[src/rtl/evt_irq_pkg.sv]
package evt_irq_pkg;

  localparam int unsigned BUS_EVT_N = 6;
  localparam int unsigned CTRL_EP_N = 2;

  typedef enum logic [2:0] {
    BEV_BUS_RESET = 3'd0,
    BEV_SUSPEND   = 3'd1,
    BEV_RESUME    = 3'd2,
    BEV_SOF       = 3'd3,
    BEV_EOT       = 3'd4,
    BEV_SHORT_EOT = 3'd5
  } bus_evt_e;

  typedef struct packed {
    logic glob_en;
    logic pulse_mode;
  } irq_cfg_t;

  function automatic int unsigned stat_width(input int unsigned data_ep_n);
    return BUS_EVT_N + CTRL_EP_N + data_ep_n;
  endfunction

endpackage

[src/rtl/evt_status_bank.sv]
module evt_status_bank #(
  parameter int unsigned WIDTH = 22
) (
  input  logic             clk,
  input  logic             rst_n,
  input  logic [WIDTH-1:0] set_i,
  input  logic [WIDTH-1:0] clr_i,
  output logic [WIDTH-1:0] status_o
);

  logic [WIDTH-1:0] st_q;
  logic [WIDTH-1:0] st_nxt;
  logic [WIDTH-1:0] st_ce;

  for (genvar i = 0; i < WIDTH; i++) begin : g_bit
    always_comb begin
      st_ce[i]  = set_i[i] | clr_i[i];
      st_nxt[i] = set_i[i] | (st_q[i] & ~clr_i[i]);
    end

    always_ff @(posedge clk or negedge rst_n) begin
      if (!rst_n) begin
        st_q[i] <= 1'b0;
      end else if (st_ce[i]) begin
        st_q[i] <= st_nxt[i];
      end
    end
  end

  assign status_o = st_q;

  // a set in the same cycle as a clear keeps the bit
  p_set_wins_r5: assert property (@(posedge clk) disable iff (!rst_n)
    (|set_i) |=> ((st_q & $past(set_i)) == $past(set_i)));

  // a clear without a set empties the bit
  p_clear_r3: assert property (@(posedge clk) disable iff (!rst_n)
    (|clr_i) |=> ((st_q & $past(clr_i & ~set_i)) == '0));

endmodule

[src/rtl/irq_mask_unit.sv]
module irq_mask_unit
  import evt_irq_pkg::*;
#(
  parameter int unsigned WIDTH = 22
) (
  input  logic             clk,
  input  logic             rst_n,
  input  logic             en_we_i,
  input  logic [WIDTH-1:0] en_wdata_i,
  input  logic             cfg_we_i,
  input  irq_cfg_t         cfg_wdata_i,
  input  logic [WIDTH-1:0] status_i,
  output logic             req_o,
  output irq_cfg_t         cfg_o
);

  logic [WIDTH-1:0] en_q;
  logic [WIDTH-1:0] en_nxt;
  irq_cfg_t         cfg_q;
  irq_cfg_t         cfg_nxt;

  always_comb begin
    en_nxt  = en_wdata_i;
    cfg_nxt = cfg_wdata_i;
  end

  always_ff @(posedge clk or negedge rst_n) begin
    if (!rst_n) begin
      en_q <= '0;
    end else if (en_we_i) begin
      en_q <= en_nxt;
    end
  end

  always_ff @(posedge clk or negedge rst_n) begin
    if (!rst_n) begin
      cfg_q <= '0;
    end else if (cfg_we_i) begin
      cfg_q <= cfg_nxt;
    end
  end

  assign req_o = cfg_q.glob_en & (|(status_i & en_q));
  assign cfg_o = cfg_q;

endmodule

[src/rtl/irq_out_shaper.sv]
module irq_out_shaper #(
  parameter int unsigned PULSE_CYC = 8
) (
  input  logic clk,
  input  logic rst_n,
  input  logic req_i,
  input  logic pulse_mode_i,
  output logic irq_o
);

  localparam int unsigned CNT_W = $clog2(PULSE_CYC + 1);

  logic             req_q;
  logic             lvl_q;
  logic [CNT_W-1:0] cnt_q;
  logic [CNT_W-1:0] cnt_nxt;
  logic             cnt_ce;
  logic             rise;
  logic             busy;

  always_comb begin
    rise    = req_i & ~req_q;
    busy    = (cnt_q != '0);
    cnt_nxt = cnt_q;
    cnt_ce  = 1'b0;
    if (busy) begin
      cnt_nxt = cnt_q - 1'b1;
      cnt_ce  = 1'b1;
    end else if (pulse_mode_i && rise) begin
      cnt_nxt = CNT_W'(PULSE_CYC);
      cnt_ce  = 1'b1;
    end
  end

  always_ff @(posedge clk or negedge rst_n) begin
    if (!rst_n) begin
      req_q <= 1'b0;
      lvl_q <= 1'b0;
    end else begin
      req_q <= req_i;
      lvl_q <= req_i & ~pulse_mode_i;
    end
  end

  always_ff @(posedge clk or negedge rst_n) begin
    if (!rst_n) begin
      cnt_q <= '0;
    end else if (cnt_ce) begin
      cnt_q <= cnt_nxt;
    end
  end

  assign irq_o = pulse_mode_i ? busy : lvl_q;

  // an idle rise in pulse mode asserts the line on the next cycle
  p_pulse_start_r9: assert property (@(posedge clk) disable iff (!rst_n)
    (pulse_mode_i && rise && !busy) |=> (irq_o || !pulse_mode_i));

  // a running pulse only counts down
  p_no_retrigger_r10: assert property (@(posedge clk) disable iff (!rst_n)
    busy |=> (cnt_q < $past(cnt_q)));

endmodule

[src/rtl/evt_irq_hub.sv]
module evt_irq_hub
  import evt_irq_pkg::*;
#(
  parameter int unsigned NUM_DATA_EP = 14,
  parameter int unsigned PULSE_CYC   = 8
) (
  input  logic                                      clk,
  input  logic                                      rst_n,
  input  logic [BUS_EVT_N-1:0]                      bus_evt_i,
  input  logic [CTRL_EP_N+NUM_DATA_EP-1:0]          ep_evt_i,
  input  logic [NUM_DATA_EP-1:0]                    ep_cfg_en_i,
  input  logic                                      int_rd_i,
  input  logic [CTRL_EP_N+NUM_DATA_EP-1:0]          ep_rd_i,
  input  logic                                      bus_status_i,
  input  logic                                      en_we_i,
  input  logic [BUS_EVT_N+CTRL_EP_N+NUM_DATA_EP-1:0] en_wdata_i,
  input  logic                                      cfg_we_i,
  input  logic                                      cfg_glob_en_i,
  input  logic                                      cfg_pulse_i,
  output logic [BUS_EVT_N+CTRL_EP_N+NUM_DATA_EP:0]  int_rdata_o,
  output logic                                      irq_o
);

  localparam int unsigned EP_N = CTRL_EP_N + NUM_DATA_EP;
  localparam int unsigned ST_W = stat_width(NUM_DATA_EP);

  // asynchronous assertion, synchronous release
  logic [1:0] rst_sync_q;
  logic       rst_int;

  always_ff @(posedge clk or negedge rst_n) begin
    if (!rst_n) begin
      rst_sync_q <= 2'b00;
    end else begin
      rst_sync_q <= {rst_sync_q[0], 1'b1};
    end
  end

  assign rst_int = rst_sync_q[1];

  logic [EP_N-1:0] ep_active;
  logic [ST_W-1:0] set_vec;
  logic [ST_W-1:0] clr_vec;
  logic [ST_W-1:0] stat_q;
  logic            req;
  irq_cfg_t        cfg_wr;
  irq_cfg_t        cfg;

  always_comb begin
    ep_active = {ep_cfg_en_i, {CTRL_EP_N{1'b1}}};
    set_vec   = {ep_evt_i & ep_active, bus_evt_i};
    clr_vec   = {ep_rd_i, {BUS_EVT_N{int_rd_i}}};
    cfg_wr    = '{glob_en: cfg_glob_en_i, pulse_mode: cfg_pulse_i};
  end

  evt_status_bank #(
    .WIDTH (ST_W)
  ) u_bank (
    .clk      (clk),
    .rst_n    (rst_int),
    .set_i    (set_vec),
    .clr_i    (clr_vec),
    .status_o (stat_q)
  );

  irq_mask_unit #(
    .WIDTH (ST_W)
  ) u_mask (
    .clk         (clk),
    .rst_n       (rst_int),
    .en_we_i     (en_we_i),
    .en_wdata_i  (en_wdata_i),
    .cfg_we_i    (cfg_we_i),
    .cfg_wdata_i (cfg_wr),
    .status_i    (stat_q),
    .req_o       (req),
    .cfg_o       (cfg)
  );

  irq_out_shaper #(
    .PULSE_CYC (PULSE_CYC)
  ) u_shape (
    .clk          (clk),
    .rst_n        (rst_int),
    .req_i        (req),
    .pulse_mode_i (cfg.pulse_mode),
    .irq_o        (irq_o)
  );

  assign int_rdata_o = {bus_status_i, stat_q};

  // an endpoint bit only rises after an accepted event
  p_ep_gate_r2: assert property (@(posedge clk) disable iff (!rst_int)
    ((stat_q[ST_W-1:BUS_EVT_N] & ~$past(stat_q[ST_W-1:BUS_EVT_N]))
      & ~$past(ep_evt_i & ep_active)) == '0);

  // the interrupt register read leaves endpoint bits intact
  p_ep_keep_r3: assert property (@(posedge clk) disable iff (!rst_int)
    int_rd_i |=> ((stat_q[ST_W-1:BUS_EVT_N]
      & $past(stat_q[ST_W-1:BUS_EVT_N] & ~ep_rd_i))
      == $past(stat_q[ST_W-1:BUS_EVT_N] & ~ep_rd_i)));

  // global enable low keeps the level-mode line quiet
  p_glob_mask_r7: assert property (@(posedge clk) disable iff (!rst_int)
    (!cfg.glob_en && !cfg.pulse_mode) |=> (!irq_o || cfg.pulse_mode));

endmodule

[config.mk]
export PLATFORM = sky130hd
export DESIGN_NAME = evt_irq_hub
export DESIGN_NICKNAME = d
export VERILOG_FILES = /design/src/rtl/evt_irq_pkg.sv /design/src/rtl/evt_status_bank.sv /design/src/rtl/irq_mask_unit.sv /design/src/rtl/irq_out_shaper.sv /design/src/rtl/evt_irq_hub.sv
export SDC_FILE = /design/constraint.sdc
export NUM_CORES = 1
export LEC_CHECK = 0
export BUFFER_PORTS_ARGS = -buffer_cell sky130_fd_sc_hd__buf_2
export CAP_MARGIN = 20
export CORE_MARGIN = 4
export CORE_UTILIZATION = 42
export CTS_BUF_LIST = sky130_fd_sc_hd__clkbuf_4
export DETAILED_ROUTE_END_ITERATION = 10
export PLACE_DENSITY = 0.85
export SLEW_MARGIN = 15
export SYNTH_ARGS = -nofsm -noshare
export SYNTH_HDL_FRONTEND = slang
export SYNTH_SLANG_ARGS = --single-unit
export TNS_END_PERCENT = 30
[constraint.sdc]
create_clock -name clk -period 1.63 [get_ports clk]
set_input_delay 0.0815 -clock clk [delete_from_list [all_inputs] [get_ports clk]]
set_output_delay 0.0815 -clock clk [all_outputs]
set_load 0.02 [all_outputs]
## Word-level counts from Yosys, hierarchy flattened

Index checks and enable logic that the tools add are counted.

- Bits in registers: 54
- Latch bits: 0
- Bits in writable memories: 0
- Bits in read-only memories: 0
- Input port bits: 82
- Output and inout port bits: 24
- Logic and storage cells: 130
- Memories kept: 0

- Add/sub/neg operators: 1
- $mul: 0
- Div/mod/pow operators: 0
- Order comparisons: 0
- Equality and inequality tests: 0
- Shifts and indexed selects: 0
- Muxes and demuxes: 5
- Bitwise logic cells: 90
- Reductions and logical operators: 5

Operators by type and width:

| cell | count |
|---|---|
| 1-bit bitwise OR | 44 |
| 1-bit bitwise AND | 25 |
| 22-bit bitwise AND | 1 |
| 22-bit OR reduction | 1 |
| 1-bit NOT | 19 |
| 16-bit bitwise AND | 1 |
| 4-bit 2-to-1 mux | 2 |
| 4-bit nonzero test | 1 |
| 4-bit by 1-bit subtractor with 4-bit output, second input constant | 1 |
| 1-bit 2-to-1 mux | 3 |
| 2-bit AND reduction | 1 |
| 2-bit nonzero test | 1 |
| 1-bit logical AND | 1 |

## Depth between registers and ports, before layout

- Depth after elaboration: 8
- Mapped depth: 5

## Modules after synthesis

From an unflattened synthesis, not the netlist that was laid out.

- Cells, all modules: 170
- Area total of the unflattened synthesis: 2,189.6 um^2

Modules (own cells, without submodules):

| module | times used | cells an instance | area an instance (um^2) | seq. area each (um^2) |
|---|---|---|---|---|
| irq_mask_unit | 1 | 65 | 998.5 | 600.6 |
| evt_status_bank | 1 | 66 | 798.3 | 550.5 |
| irq_out_shaper | 1 | 21 | 244.0 | 150.1 |
| evt_irq_hub | 1 | 18 | 148.9 | 50.0 |

## Worst setup path before layout

OpenSTA, ideal clock, no wires.

- Path kind: register -> register
- Start: register u_bank.st_q[0], in the netlist u_bank.status_o[0]
- End: register u_shape.cnt_q[3]
- Library setup time: 122 ps
- Data arrival time: 1,240 ps
- Slack: 268 ps
- Cell stages (with the launch flop): 5
- Path buffers: 0
- Clock period less this slack: 1,362 ps
- Cells stage by stage: dfrtp_1 -> a22o_1 -> a221oi_2 -> nand4_1 -> a32o_1

- Cells in the longest elaborated chain, start to end: 8
- Elaborated cells between the ends (all ways): 9
- Classes of those cells: 2 x mux; 3 x bitwise; 4 x reduce/logical

RTL lines:

| element | line | RTL |
|---|---|---|
| start: declaration | evt_status_bank.sv:11 | `logic [WIDTH-1:0] st_q;` |
| start signal: indexed assignment | evt_status_bank.sv:25 | `st_q[i] <= st_nxt[i];` |
| 22-bit bitwise AND * | irq_mask_unit.sv:43 | `assign req_o = cfg_q.glob_en & (\|(status_i & en_q));` |
| 22-bit OR reduction * | irq_mask_unit.sv:43 |  |
| 1-bit bitwise AND * | irq_mask_unit.sv:43 |  |
| 1-bit bitwise AND * | irq_out_shaper.sv:22 | `rise = req_i & ~req_q;` |
| 1-bit logical AND * | irq_out_shaper.sv:29 | `end else if (pulse_mode_i && rise) begin` |
| 1-bit 2-to-1 mux | irq_out_shaper.sv:29 |  |
| 1-bit 2-to-1 mux | irq_out_shaper.sv:26 | `if (busy) begin` |
| 2-bit AND reduction (no source line) * | n/a |  |
| end signal: assignment | irq_out_shaper.sv:49 | `cnt_q <= cnt_nxt;` |
| end: declaration | irq_out_shaper.sv:15 | `logic [CNT_W-1:0] cnt_q;` |

Mark *: on every way between the ends. The rest lies on a longest branch, timed or not.
A chain may end at the register's enable or synchronous reset.

## Final worst setup path

- Start: register u_bank.st_q[4], in the netlist u_bank.status_o[4]
- End: register u_shape.cnt_q[3]

The elaborated chain is that of the path after synthesis.

==> out/metrics.cfg <==
[outcome]
status = complete, no violations

[drt]
drc = 0
dr.pass1.iters = 4
vias = 1900
viasPerCell = 4.65
wl_per_cell_um = 14.7
drt_wl_total_um = 6020
initialDrtViolationCount = 126
drtAntennaViolNets = 0

[placement]
port_buffers = 103
dp_hpwl_um = 3680
gp_congestion = 0.746

[synthesis]
synth_most_common_cell = dfrtp_1
yosysSeqAreaShare = 0.643
yosysWarnings = 0
synth_top_area_share = 0.643
async_flop_share = 1.00
syn_area_um2 = 2100
ys_top_cells_by_area = dfrtp_1, mux2_2, o21ai_0
syn_avg_cell_area_um2 = 12.6
syn_nets = 249
ys_top_cells_by_count = dfrtp_1, mux2_2, inv_1, nand2_1, o21ai_0
synth_seq_cells = 54
syn_inst = 167
synth_top_flop_cell = dfrtp_1
synth_edf_count = 0
yosys.area.top_type = dfrtp_1
ys_types = 24

[timing]
timing.hold.ws_ns = 0.132
setup-violations-final = 0
fin_skew_ns = 0.00844
tightestPinTransition_ns = 0.528
period_minus_slack_ns = 1.47
finalSetupTns_ns = 0
maxSlewHeadroom = 0.648
fmax_mhz = 681
finalCritPeriodShare = 0.901
rsz0062_at_grt = false
hold_violations = 0
slew_viol_final = 0

[power]
combPwrFrac = 0.240
seqPwrFrac = 0.561
netSwitchingFraction = 0.283
p_int_mw = 2.06
p_leak_nw = 1.71
peakVddDrop_mv = 0.507
switchingPower_mw = 0.812
power_density_nw_per_um2 = 840
clkPwrFrac = 0.198

[floorplan]
die-area_um2 = 6200
start_util = 0.439
rows = 25
io_pins = 106
core_region_area_um2 = 4790
die_y_um = 78.7
chipWidth_um = 78.7

[critical_path]
endpoint = u_shape.cnt_q[3]
worstPathMaxFanout = 3
arrival_ns = 1.74
end_kind = flip-flop
worst_setup_path_start_kind = flip-flop
critPathKind = reg -> reg
worstReg2RegStart = u_bank.status_o[4]
r2r_end = u_shape.cnt_q[3]
startpoint = u_bank.status_o[4]
r2r_cells = 5
rrSetupSlack_ns = 0.16
required_ns = 1.90

[grt]
grt_overflow = 0
grt_pass1_vias = 2199
antenna_found_initial = 0
grt_usage = 0.208
grt_pass1_wl_um = 9970
grt_start_max_net_pins = 53

[clock_network]
clkLatencyLatePin_ns = 0.36
ctsResizeCount = 0
htreeDepth = 2
clk_path_buf_depth = 2
path_clk_slew_ns = 0.14
numClockSinks = 54
clk_root_buffer_cell = clkbuf_4
cts_tree = done
cts_setup_buffers = 0
cts_made_buffers = 5

[cells_and_area]
n_antenna_cell = 0
nets = 423
layout-drive-gt1-share = 0.409
syn_to_final_growth_pct = 62.7
fillCellCount = 327
finalCoreUtilization = 0.715

[min_path]
hp-class = in -> reg

[run]
cap_violations = 0

==> layout by cell type, fill, tap and decap left out, types with 2 or more instances in the layout <==
cell type,n
nand2_1,17
inv_1,17
buf_2,103
mux2_2,24
a22oi_1,9
o21ai_0,16
nor2_1,5
clkbuf_4,6
a21o_1,7
dlygate4sd3_1,66
nand4_1,2
dfrtp_1,53
==> power by group through the flow <==
| stage | clock network (mW) | registers, mW | logic, mW |
|---|---|---|---|
| 2_1_floorplan | 0 | 1.68 | 0.260 |
| 3_3_place_gp | 0 | 1.63 | 0.526 |
| 3_5_place_dp | 0 | 1.63 | 0.540 |
| 4_1_cts | 0.587 | 1.61 | 0.683 |
| 5_1_grt | 0.640 | 1.63 | 0.763 |
| 6_report | 0.569 | 1.61 | 0.690 |
==> how the worst min path moves through the flow <==
stage                     cells past startpoint                  to  startpoint
after global routing                          3  u_bank.status_o[3]    int_rd_i
after CTS                                     3  u_bank.status_o[5]    int_rd_i
after detailed placement                      1       rst_sync_q[0]       rst_n
after floorplan                               0       rst_sync_q[0]       rst_n
final                                         3  u_bank.status_o[5]    int_rd_i
after global placement                        1       rst_sync_q[0]       rst_n
==> cell type report <==
type / count / area, µm² / area share
Inverter: 17 / 63.8 / 0.0187
Multi-Input combinational cell: 93 / 669 / 0.196
Timing Repair Buffer: 170 / 1200 / 0.350
Sequential cell: 54 / 1350 / 0.396
Clock buffer: 6 / 45.0 / 0.0132
Clock inverter: 2 / 8.76 / 0.00256
Tap cell: 67 / 83.8 / 0.0245
==> state kept, by name, indices dropped and copies added, names as in the netlist <==
register and count:
u_shape.lvl_q 1, u_bank.status_o 22, u_shape.cnt_q 4, rst_sync_q 2, u_shape.req_q 1, u_mask.en_q 22
u_mask.cfg_o 2
==> critical path, stage by stage (launching register included) <==
cell,delay [ns]
dfrtp_1,0.42
a22oi_1,0.23
nand4_1,0.15
nor2_1,0.14
nand4_1,0.15
a32o_1,0.28
==> stage by stage <==
step	total power, mW	instance area, µm²	std cells	setup WS, ns
final	2.87	3420	409	0.162
after global routing	3.04	3420	409	0.00179
after CTS	2.88	3420	409	0.116
after detailed placement	2.17	2710	335	0.134
after global placement	2.15	2710	335	0.164
after floorplan	1.94	2100	167	0.0154
==> routing by layer <==
layer,track usage,part of all wire,vias up
li1,-,-,919
met1,0.225,0.37,907
met2,0.402,0.56,63
met3,0.0351,0.054,11
met4,0.0787,0.020,0
met5,0,0,-
==> kinds of logic after synthesis <==
family / count (synthesis) / share of synthesized area
flops: 54 / 0.643
mux: 24 / 0.129
other cells: 1 / 0.00178
buf+inv: 20 / 0.0387
compound gates: 37 / 0.118
simple gates: 31 / 0.0696
==> what timing repair did <==
action / CTS / global route
endpoints found under the hold margin: 48 / 0
setup endpoints to repair: 0 / 0
hold buffers: 66 / 0
Note: power is estimated with default switching activity, not from simulation.
